===== src/rtl/adc_host_pkg.sv =====
`timescale 1ns/1ps
package adc_host_pkg;
   typedef enum logic [1:0] {
      PWR_ACT   = 2'd0,
      PWR_NAP   = 2'd1,
      PWR_SLEEP = 2'd2
   } pwr_mode_e;

   typedef enum logic [2:0] {
      ST_IDLE,
      ST_FRAME,
      ST_BURST,
      ST_LOW,
      ST_WAIT
   } ctl_state_e;
endpackage


===== src/rtl/adc_sck_gen.sv =====
`timescale 1ns/1ps
module adc_sck_gen #(
   parameter int HALF_DIV     = 2,
   parameter bit RISE_CAPTURE = 1'b1
) (
   input  logic clk,
   input  logic rst_n,
   input  logic run_en,
   input  logic sck_on,
   output logic sck_o,
   output logic per_end_o,
   output logic cap_tick_o
);
   localparam int CNT_W = (2 * HALF_DIV > 2) ? $clog2(2 * HALF_DIV) : 1;
   localparam logic [CNT_W-1:0] C_LAST = CNT_W'(2 * HALF_DIV - 1);
   localparam logic [CNT_W-1:0] C_HALF = CNT_W'(HALF_DIV);
   localparam logic [CNT_W-1:0] C_PRE  = CNT_W'(HALF_DIV - 1);

   if (HALF_DIV < 1) begin : g_bad_div
      $error("adc_sck_gen: HALF_DIV must be at least 1");
   end

   logic [CNT_W-1:0] cnt_q;

   always_ff @(posedge clk or negedge rst_n) begin
      if (!rst_n)                       cnt_q <= '0;
      else if (!run_en || cnt_q == C_LAST) cnt_q <= '0;
      else                              cnt_q <= cnt_q + 1'b1;
   end

   assign sck_o     = run_en && sck_on && (cnt_q >= C_HALF);
   assign per_end_o = run_en && (cnt_q == C_LAST);

   if (RISE_CAPTURE) begin : g_rise
      assign cap_tick_o = run_en && (cnt_q == C_PRE);
   end else begin : g_fall
      assign cap_tick_o = run_en && (cnt_q == C_LAST);
   end


   sck_low_at_start_chk: assert property (@(posedge clk) disable iff (!rst_n)
      (per_end_o && run_en) |=> !sck_o);
endmodule


===== src/rtl/adc_frame_rx.sv =====
`timescale 1ns/1ps
module adc_frame_rx #(
   parameter int FRAME_BITS = 16,
   parameter int SAMPLE_W   = 12,
   parameter int SAMPLE_LSB = 2,
   parameter int RDY_POS    = 1
) (
   input  logic                clk,
   input  logic                rst_n,
   input  logic                cap_en,
   input  logic                cap_last,
   input  logic                sdo_i,
   output logic                done_o,
   output logic [SAMPLE_W-1:0] sample_o,
   output logic                rdy_o
);
   localparam int KEEP_W = SAMPLE_LSB + SAMPLE_W;

   if (KEEP_W > FRAME_BITS || KEEP_W < 2) begin : g_bad_fit
      $error("adc_frame_rx: sample field does not fit the frame");
   end
   if (RDY_POS >= SAMPLE_LSB) begin : g_bad_rdy
      $error("adc_frame_rx: ready flag must sit below the sample field");
   end

   logic [KEEP_W-1:0] shreg_q;

   always_ff @(posedge clk or negedge rst_n) begin
      if (!rst_n) begin
         shreg_q <= '0;
         done_o  <= 1'b0;
      end else begin
         done_o <= cap_en && cap_last;
         if (cap_en) shreg_q <= {shreg_q[KEEP_W-2:0], sdo_i};
      end
   end

   assign sample_o = shreg_q[SAMPLE_LSB +: SAMPLE_W];
   assign rdy_o    = shreg_q[RDY_POS];


   done_single_chk: assert property (@(posedge clk) disable iff (!rst_n)
      done_o |=> !done_o);
endmodule


===== src/rtl/adc_wake_timer.sv =====
`timescale 1ns/1ps
module adc_wake_timer #(
   parameter int NAP_CYC   = 60,
   parameter int SLEEP_CYC = 2000000
) (
   input  logic clk,
   input  logic rst_n,
   input  logic load_i,
   input  logic long_i,
   output logic done_o
);
   localparam int MAX_C = (SLEEP_CYC > NAP_CYC) ? SLEEP_CYC : NAP_CYC;
   localparam int CW    = $clog2(MAX_C + 1);
   localparam logic [CW-1:0] NAP_V = CW'(NAP_CYC);
   localparam logic [CW-1:0] SLP_V = CW'(SLEEP_CYC);

   if (NAP_CYC < 1 || SLEEP_CYC < 1) begin : g_bad_wait
      $error("adc_wake_timer: wait lengths must be at least one clock");
   end

   logic [CW-1:0] cnt_q;

   always_ff @(posedge clk or negedge rst_n) begin
      if (!rst_n)            cnt_q <= '0;
      else if (load_i)       cnt_q <= long_i ? SLP_V : NAP_V;
      else if (cnt_q != '0)  cnt_q <= cnt_q - 1'b1;
   end

   assign done_o = (cnt_q == '0);


   wake_hold_chk: assert property (@(posedge clk) disable iff (!rst_n)
      (done_o && !load_i) |=> done_o);
endmodule


===== src/rtl/adc_host_ctrl.sv =====
`timescale 1ns/1ps
module adc_host_ctrl
   import adc_host_pkg::*;
#(
   parameter int FRAME_BITS   = 16,
   parameter int SAMPLE_W     = 12,
   parameter int SAMPLE_LSB   = 2,
   parameter int RDY_POS      = 1,
   parameter int HALF_DIV     = 2,
   parameter bit RISE_CAPTURE = 1'b1,
   parameter int NAP_PULSES   = 2,
   parameter int SLEEP_PULSES = 4,
   parameter int CLK_MHZ      = 200,
   parameter int NAP_NS       = 300,
   parameter int SLEEP_US     = 10000
) (
   input  logic                clk,
   input  logic                rst_n,
   input  logic                run_i,
   input  logic [1:0]          pwr_req_i,
   input  logic                adc_sdo_i,
   output logic                adc_sck_o,
   output logic                adc_conv_o,
   output logic                smp_valid_o,
   output logic [SAMPLE_W-1:0] smp_data_o,
   output logic                smp_ref_rdy_o,
   output logic [1:0]          pwr_mode_o
);
   localparam int NAP_CYC   = (CLK_MHZ * NAP_NS + 999) / 1000;
   localparam int SLEEP_CYC = CLK_MHZ * SLEEP_US;
   localparam int BIT_W     = $clog2(FRAME_BITS);
   localparam logic [BIT_W-1:0] FRAME_LAST = BIT_W'(FRAME_BITS - 1);
   localparam logic [BIT_W-1:0] NAP_LAST   = BIT_W'(2 * NAP_PULSES - 1);
   localparam logic [BIT_W-1:0] SLEEP_LAST = BIT_W'(2 * SLEEP_PULSES - 1);

   if (NAP_PULSES < 1 || 2 * NAP_PULSES > FRAME_BITS ||
       SLEEP_PULSES < 1 || 2 * SLEEP_PULSES > FRAME_BITS) begin : g_bad_burst
      $error("adc_host_ctrl: pulse burst must fit in one frame counter");
   end

   ctl_state_e       state_q, bnd_state;
   pwr_mode_e        tgt_q, mode_q, req_mode;
   logic [BIT_W-1:0] bidx_q, burst_last;
   logic             req_low, wake_load, ref_wait_q;
   logic             pend, cap_tick, cap_en, timer_done;
   logic             frame_done, rdy_w;
   logic [SAMPLE_W-1:0] smp_w;

   assign req_low    = (pwr_req_i == 2'd1) || (pwr_req_i == 2'd2);
   assign req_mode   = (pwr_req_i == 2'd2) ? PWR_SLEEP : PWR_NAP;
   assign wake_load  = (state_q == ST_LOW) && !req_low;
   assign burst_last = (tgt_q == PWR_SLEEP) ? SLEEP_LAST : NAP_LAST;

   always_comb begin
      if (req_low)    bnd_state = ST_BURST;
      else if (run_i) bnd_state = ST_FRAME;
      else            bnd_state = ST_IDLE;
   end

   always_ff @(posedge clk or negedge rst_n) begin
      if (!rst_n) begin
         state_q <= ST_IDLE;
         bidx_q  <= '0;
         tgt_q   <= PWR_NAP;
         mode_q  <= PWR_ACT;
      end else begin
         unique case (state_q)
            ST_IDLE: if (pend) begin
               state_q <= bnd_state;
               tgt_q   <= req_mode;
               bidx_q  <= '0;
            end
            ST_FRAME: if (pend) begin
               if (bidx_q == FRAME_LAST) begin
                  state_q <= bnd_state;
                  tgt_q   <= req_mode;
                  bidx_q  <= '0;
               end else begin
                  bidx_q <= bidx_q + 1'b1;
               end
            end
            ST_BURST: if (pend) begin
               if (bidx_q == burst_last) begin
                  state_q <= ST_LOW;
                  mode_q  <= tgt_q;
                  bidx_q  <= '0;
               end else begin
                  bidx_q <= bidx_q + 1'b1;
               end
            end
            ST_LOW: if (wake_load) begin
               state_q <= ST_WAIT;
               mode_q  <= PWR_ACT;
            end
            ST_WAIT: if (pend && timer_done) begin
               state_q <= bnd_state;
               tgt_q   <= req_mode;
               bidx_q  <= '0;
            end
            default: state_q <= ST_IDLE;
         endcase
      end
   end

   adc_sck_gen #(.HALF_DIV(HALF_DIV), .RISE_CAPTURE(RISE_CAPTURE)) u_sck (
      .clk        (clk),
      .rst_n      (rst_n),
      .run_en     (state_q != ST_LOW),
      .sck_on     (state_q != ST_BURST),
      .sck_o      (adc_sck_o),
      .per_end_o  (pend),
      .cap_tick_o (cap_tick)
   );

   adc_wake_timer #(.NAP_CYC(NAP_CYC), .SLEEP_CYC(SLEEP_CYC)) u_wake (
      .clk    (clk),
      .rst_n  (rst_n),
      .load_i (wake_load),
      .long_i (mode_q == PWR_SLEEP),
      .done_o (timer_done)
   );

   assign cap_en = cap_tick && (state_q == ST_FRAME);

   adc_frame_rx #(.FRAME_BITS(FRAME_BITS), .SAMPLE_W(SAMPLE_W),
                  .SAMPLE_LSB(SAMPLE_LSB), .RDY_POS(RDY_POS)) u_rx (
      .clk      (clk),
      .rst_n    (rst_n),
      .cap_en   (cap_en),
      .cap_last (bidx_q == FRAME_LAST),
      .sdo_i    (adc_sdo_i),
      .done_o   (frame_done),
      .sample_o (smp_w),
      .rdy_o    (rdy_w)
   );

   assign adc_conv_o = ((state_q == ST_FRAME) && (bidx_q == '0)) ||
                       ((state_q == ST_BURST) && !bidx_q[0]);

   always_ff @(posedge clk or negedge rst_n) begin
      if (!rst_n) begin
         ref_wait_q    <= 1'b0;
         smp_valid_o   <= 1'b0;
         smp_data_o    <= '0;
         smp_ref_rdy_o <= 1'b0;
      end else begin
         if (wake_load && mode_q == PWR_SLEEP) ref_wait_q <= 1'b1;
         else if (frame_done && rdy_w)         ref_wait_q <= 1'b0;
         smp_valid_o <= frame_done && (!ref_wait_q || rdy_w);
         if (frame_done) begin
            smp_data_o    <= smp_w;
            smp_ref_rdy_o <= rdy_w;
         end
      end
   end

   assign pwr_mode_o = mode_q;


   lowpwr_quiet_chk: assert property (@(posedge clk) disable iff (!rst_n)
      (mode_q != PWR_ACT) |-> (!adc_conv_o && !adc_sck_o));

   burst_sck_chk: assert property (@(posedge clk) disable iff (!rst_n)
      (state_q == ST_BURST) |-> !adc_sck_o);

   conv_edge_chk: assert property (@(posedge clk) disable iff (!rst_n)
      ($rose(adc_conv_o) || $fell(adc_conv_o)) |-> !adc_sck_o);

   wake_conv_chk: assert property (@(posedge clk) disable iff (!rst_n)
      $rose(adc_conv_o) |-> timer_done);

   valid_pulse_chk: assert property (@(posedge clk) disable iff (!rst_n)
      smp_valid_o |=> !smp_valid_o);

   ref_gate_chk: assert property (@(posedge clk) disable iff (!rst_n)
      (smp_valid_o && $past(ref_wait_q)) |-> smp_ref_rdy_o);
endmodule


===== config.mk =====
export PLATFORM = sky130hd
export DESIGN_NAME = adc_host_ctrl
export DESIGN_NICKNAME = d
export VERILOG_FILES = /design/src/rtl/adc_host_pkg.sv /design/src/rtl/adc_sck_gen.sv /design/src/rtl/adc_frame_rx.sv /design/src/rtl/adc_wake_timer.sv /design/src/rtl/adc_host_ctrl.sv
export SDC_FILE = /design/constraint.sdc
export NUM_CORES = 1
export LEC_CHECK = 0
export CELL_PAD_IN_SITES_DETAIL_PLACEMENT = 0
export CELL_PAD_IN_SITES_GLOBAL_PLACEMENT = 1
export CORE_ASPECT_RATIO = 0.7
export CORE_MARGIN = 2
export CORE_UTILIZATION = 46
export CTS_CLUSTER_DIAMETER = 120
export CTS_CLUSTER_SIZE = 16
export DETAILED_ROUTE_END_ITERATION = 8
export HOLD_SLACK_MARGIN = 0.15
export PLACE_DENSITY_LB_ADDON = 0.1
export SLEW_MARGIN = 20
export SYNTH_ARGS = -nofsm -noshare
export SYNTH_HDL_FRONTEND = slang
export SYNTH_SLANG_ARGS = --single-unit

===== constraint.sdc =====
create_clock -name clk -period 3 [get_ports clk]
set_clock_uncertainty 0.1 [all_clocks]
set_input_delay 0.9 -clock clk [delete_from_list [all_inputs] [get_ports clk]]
set_output_delay 0.9 -clock clk [all_outputs]
set_load 0.005 [all_outputs]

## After elaboration in Yosys (flattened, before gate mapping)

Index checks and enable logic that the tools add are counted.

| cells by class | value |
|---|---|
| order comparisons | 1 |
| multiplexer cells | 34 |
| reductions and logical operators | 34 |
| equal/unequal tests | 21 |
| add/subtract/negate cells | 3 |

Operator list:

| operator | number |
|---|---|
| $mux W21 | 3 |
| $mux W3 | 9 |
| $mux W4 | 6 |
| $logic_not A21 Y1 | 1 |
| $reduce_bool A21 Y1 | 1 |
| $sub A21 B1 Y21 const B | 1 |
| $mux W2 | 9 |
| $pmux W4 S4 | 1 |
| $pmux W3 S5 | 1 |
| $logic_and A1 B1 Y1 | 13 |
| $ne A2 B2 Y1 const B | 6 |
| $reduce_and A5 Y1 | 2 |
| $eq A2 B2 Y1 const B | 4 |
| $reduce_and A7 Y1 | 1 |
| $eq A3 B2 Y1 const B | 2 |
| $ne A3 B2 Y1 const B | 2 |
| $pmux W2 S3 | 1 |
| $reduce_bool A2 Y1 | 3 |
| $add A4 B1 Y4 const B | 1 |
| $eq A2 B1 Y1 const B | 2 |
| $eq A4 B3 Y1 | 1 |
| $eq A4 B4 Y1 const B | 1 |
| $logic_not A1 Y1 | 4 |
| $logic_not A4 Y1 | 1 |
| 12 further kinds | 17 |

| word-level totals | value |
|---|---|
| output and inout port bits | 18 |
| word-level logic and storage cells | 105 |
| bits in registers | 64 |

## Depth between registers and ports, before layout

| depth | value |
|---|---|
| word-level depth | 6 |
| mapped depth | 10 |
| mapped depth without buffers | 7 |

## Cells and area by module

Synthesis repeated with hierarchy kept, for this count alone.

| unflattened totals | value |
|---|---|
| cells, all modules | 310 |
| area, all modules | 3,368.2 µm² |

By module, submodules not included:

| module | times used | area an instance (µm²) | cells each |
|---|---|---|---|
| adc_host_ctrl | 1 | 1,328.8 | 127 |
| adc_wake_timer | 1 | 1,198.6 | 127 |
| adc_frame_rx | 1 | 695.7 | 44 |
| adc_sck_gen | 1 | 145.1 | 12 |

## Least setup slack after synthesis

No wires, ideal clock.

| timing path | value |
|---|---|
| path type | in2reg |
| from | in pwr_req_i[0] |
| to | reg u_wake.cnt_q[3] |
| stages | 9 |
| data required time | 2.754 ns |
| slack | 0.291 ns |
| library setup time | 0.146 ns |
| path buffers | 3 |
| arrival time | 2.463 ns |
| cell sequence | inv_1 > ha_1 > clkbuf_1 > and4b_1 > clkbuf_1 > nand3b_1 > clkbuf_1 > nand2_1 > o311ai_0 |

| between the ends | value |
|---|---|
| longest elaborated chain between the ends | 5 |
| elaborated cells on any way between the ends | 7 |
| classes of those cells | 2 x eq/ne; 1 x mux; 4 x reduce/logical |

Ends and longest elaborated chain:

| what | line | text |
|---|---|---|
| start: declaration | adc_host_ctrl.sv:20 | `input logic [1:0] pwr_req_i,` |
| $eq A2 B1 Y1 or $eq A2 B2 Y1 (tied branches) | adc_host_ctrl.sv:49 | `assign req_low = (pwr_req_i == 2'd1) \|\| (pwr_req_i == 2'd2);` |
| $logic_or A1 B1 Y1 * | adc_host_ctrl.sv:49 |  |
| $logic_not A1 Y1 * | adc_host_ctrl.sv:51 | `assign wake_load = (state_q == ST_LOW) && !req_low;` |
| $logic_and A1 B1 Y1 * | adc_host_ctrl.sv:51 |  |
| $mux W21 or $reduce_bool A2 Y1 (tied branches) | -- |  |
| end signal: assignment | adc_wake_timer.sv:25 | `else if (load_i) cnt_q <= long_i ? SLP_V : NAP_V;` |
| end signal: assignment | adc_wake_timer.sv:26 | `else if (cnt_q != '0) cnt_q <= cnt_q - 1'b1;` |
| end: declaration | adc_wake_timer.sv:21 | `logic [CW-1:0] cnt_q;` |

Every way passes the cells marked *; elsewhere a longest branch is shown, timed or not.
A chain may end at the register's enable or synchronous reset.

## Final worst setup path

| timing path | value |
|---|---|
| from | reg state_q[1] |
| to | out adc_conv_o |

| between the ends | value |
|---|---|
| longest elaborated chain between the ends | 3 |
| elaborated cells on any way between the ends | 5 |
| classes of those cells | 2 x eq/ne; 3 x reduce/logical |

Ends and longest elaborated chain:

| what | line | text |
|---|---|---|
| start: declaration | adc_host_ctrl.sv:41 | `ctl_state_e state_q, bnd_state;` |
| start signal: assignment | adc_host_ctrl.sv:69 | `state_q <= bnd_state;` |
| start signal: assignment | adc_host_ctrl.sv:75 | `state_q <= bnd_state;` |
| start signal: assignment | adc_host_ctrl.sv:96 | `state_q <= bnd_state;` |
| $eq A3 B1 Y1 or $eq A3 B2 Y1 (tied branches) | adc_host_ctrl.sv:137, adc_host_ctrl.sv:138 |  |
| $logic_and A1 B1 Y1, on equally long branches | adc_host_ctrl.sv:137, adc_host_ctrl.sv:138 |  |
| $logic_or A1 B1 Y1 * | adc_host_ctrl.sv:137 | `assign adc_conv_o = ((state_q == ST_FRAME) && (bidx_q == '0)) \|\|` |
| end: declaration | adc_host_ctrl.sv:23 | `output logic adc_conv_o,` |

Marks and branches as above.

==> impl_metrics.env <==
export IMPL_finalNonFillerCells=449
export IMPL_grt_first_pass_wirelength_um=11900
export IMPL_final_common_cell="dfrtp_1"
export IMPL_slowest_stage="dfrtp_2"
export IMPL_std_cell_rows=25
export IMPL_nNetsFinal=364
export IMPL_period_share_pct=91.5
export IMPL_drive_above_1_share_pct=22.3
export IMPL_io_pins=24
export IMPL_cts_htree_levels=3
export IMPL_slew_viol_final=0
export IMPL_final_cell_mix="62 x dfrtp_1, 38 x nor2_1, 29 x mux2_2"
export IMPL_ant_nets=0
export IMPL_status="complete, no violations"
export IMPL_period_minus_slack_ns=2.74
export IMPL_gp_congestion=0.855
export IMPL_yosysSeqAreaShare_pct=48.2
export IMPL_clk_latency_ns=0.35
export IMPL_cts_root_buf="clkbuf_8"
export IMPL_dieHeight_um=75.2
export IMPL_grt_pass1_vias=2271
export IMPL_register_area_um2=1600
export IMPL_crit_path_max_incr_delay_ns=0.52
export IMPL_drt_initial_drc_count=179
export IMPL_max_freq_mhz=364
export IMPL_viasPerCell=5.54
export IMPL_track_usage_pct=19.6
export IMPL_p_leak_nw=1.67
export IMPL_cts_tree="built"
export IMPL_cts_setup_buffers=0
export IMPL_cts_sinks=64
export IMPL_dieWidth_um=106
export IMPL_grt_max_degree=30
export IMPL_peakVddDrop_v=0.000284
export IMPL_crit_path_end_kind="output pin"
export IMPL_cp_cell_sequence="nand2b_1 > nor2_1 > a31oi_1 > nor2_1 > clkdlybuf4s50_1"
export IMPL_power_density_nw_per_um2=451
export IMPL_synth_area_per_cell_um2=10.5
export IMPL_rr_startpoint="u_wake.cnt_q[0]"
export IMPL_worstMarginPinSlew_ns=0.682
export IMPL_finalSetupViolCount=0
export IMPL_min_from="ref_wait_q"
export IMPL_drc=0
export IMPL_ys_ff_latch=64
export IMPL_crit_required_ns=2.00
export IMPL_core_area_um2=6880
export IMPL_worstHoldPathType="register to register"
export IMPL_synthCells=317
export IMPL_cts_buffer_depth=2
export IMPL_antenna_found_initial=0
export IMPL_die_area_um2=7940
export IMPL_syn2layout_area_growth_pct=18.8
export IMPL_post_dp_cell_area_um2=3720
export IMPL_ys_types=61
export IMPL_multi_input_area_um2=1620
export IMPL_fillerInstances=632
export IMPL_grt_remaining_overflow=0
export IMPL_async_reset_ff_share_pct=100
export IMPL_dr_pass1_iters=5
export IMPL_wl_um=7180
export IMPL_cp_common_cell="nor2_1"
export IMPL_synthesis_area_um2=3330
export IMPL_synth_main_ff_cell="dfrtp_1"
export IMPL_via_count=2487
export IMPL_hold_violations=0
export IMPL_crit_start="state_q[1]"
export IMPL_yosysWarnings=0
export IMPL_synth_edff_count=0
export IMPL_cts_made_buffers=9
export IMPL_wl_per_cell_um=16.0
export IMPL_hold_slack_ns=0.358
export IMPL_syn_nets=331
export IMPL_relSlewSlack_pct=54.5
export IMPL_drv_cap=0
export IMPL_rsz0062_at_grt="false"
export IMPL_crit_type="register to output pin"
export IMPL_dp_cells=433
export IMPL_port_buffers=23
export IMPL_n_antenna_cell=0
export IMPL_crit_fanout=14
export IMPL_startpoint_type="register"
export IMPL_worst_setup_hold_path_clk_slew_ns=0.08
export IMPL_crit_arrival_ns=1.74
export IMPL_design_area_um2=3950
export IMPL_initial_utilization_pct=48.4
export IMPL_detailed_place_hpwl_um=5150
export IMPL_setup_tns_ns=0
## final timing paths
| kind | endpoint | slack [ns] | cells after the start |
|---|---|---|---|
| max | adc_conv_o | 0.26 | 5 |
| min | smp_valid_o | 0.36 | 1 |
| max reg2reg | u_wake.cnt_q[20] | 0.55 | 7 |
| min reg2reg | smp_valid_o | 0.36 | 1 |
| max in group asynchronous | u_rx.shreg_q[6] | 1.63 | 2 |
| min in group asynchronous | smp_data_o[11] | 0.41 | 1 |
## routing by layer
metal	share of wire, %	vias to the layer above	track usage, %
met5	0	-	0
met4	0.89	0	5.99
met3	5.7	9	5.28
met2	40	74	25.9
met1	53	1198	30.7
li1	-	1206	-
## cell type report
cell class | instances | area share, %
multi-input cells | 226 | 40.9
flip-flops and latches | 64 | 40.6
repair buffers | 37 | 8.67
well taps | 94 | 2.98
clock buffers | 10 | 3.48
inverters | 12 | 1.14
clock inverters | 6 | 2.28
## sequential cells by signal (all words and copies together) (netlist names)
register       cells
u_wake.cnt_q      21
u_rx.shreg_q      14
smp_data_o        12
bidx_q             4
state_q            3
pwr_mode_o         2
tgt_q              2
u_sck.cnt_q        2
ref_wait_q         1
smp_ref_rdy_o      1
smp_valid_o        1
u_rx.done_o        1
## stage by stage
stage / setup slack (ns) / util, % / power (mW)
final: 0.255 / 57.4 / 1.78
after global placement: 0.0970 / 54.1 / 0.944
after global routing: 0.144 / 57.4 / 1.86
after detailed placement: 0.0706 / 54.1 / 0.944
after floorplan: 0.291 / - / 0.911
after CTS: 0.104 / 57.4 / 1.81
## where the power goes
group          internal (mW)  switching (mW)
Combinational         0.0192          0.0274
Clock                  0.495           0.364
Sequential             0.872         0.00621
Total                   1.39           0.398
## critical path: cells and delay by family, from the launching register on
kind                   cells  cell delay [ns]
AOI/OAI and AO/OA          1             0.05
buffers and inverters      1             0.50
DFF                        1             0.52
and+or+nand+nor            3             0.34
## Yosys cell counts, types with 2 or more instances
master	number	area [um^2]
and3_1	2	12.5
mux2i_1	3	30.0
or4_4	2	22.5
nor3_1	9	45.0
inv_1	12	45.0
nor4_1	6	37.5
a31oi_1	3	18.8
o21ai_0	17	85.1
nor2_1	38	143
a21oi_1	8	40.0
dfrtp_1	63	1580
xnor2_1	4	35.0
o2bb2ai_1	2	17.5
nor2b_1	5	31.3
or4_1	3	22.5
clkbuf_1	12	45.0
xor2_1	8	70.1
o311ai_0	2	17.5
mux2_2	29	327
nand2_1	21	78.8
ha_1	8	100
nor4_2	3	37.5
nand3_1	4	20.0
or3_1	2	12.5
nand2b_1	4	25.0
and4_1	2	17.5
nand4_1	4	25.0
o21a_1	2	15.0
nand3b_1	3	22.5
nand4b_1	2	17.5
o211ai_1	4	30.0
## kinds of logic (layout without fill, tap and decap cells)
family,count (synthesis),in the layout,synth area share [%]
buffers and inverters,27,65,3.31
AOI/OAI and AO/OA,51,51,10.5
xor gates and xnor gates,12,12,3.16
adders and majority gates,8,8,3.01
and+or+nand+nor,123,123,21.2
DFF,64,64,48.2
muxes,32,32,10.7
## repair_timing
item                                    CTS  global route
resized for setup                         0             1
endpoints found under the hold margin     0             0
hold buffers                              0             0
endpoints found under the setup margin    0             1
Note: power is estimated with default switching activity, not from simulation.
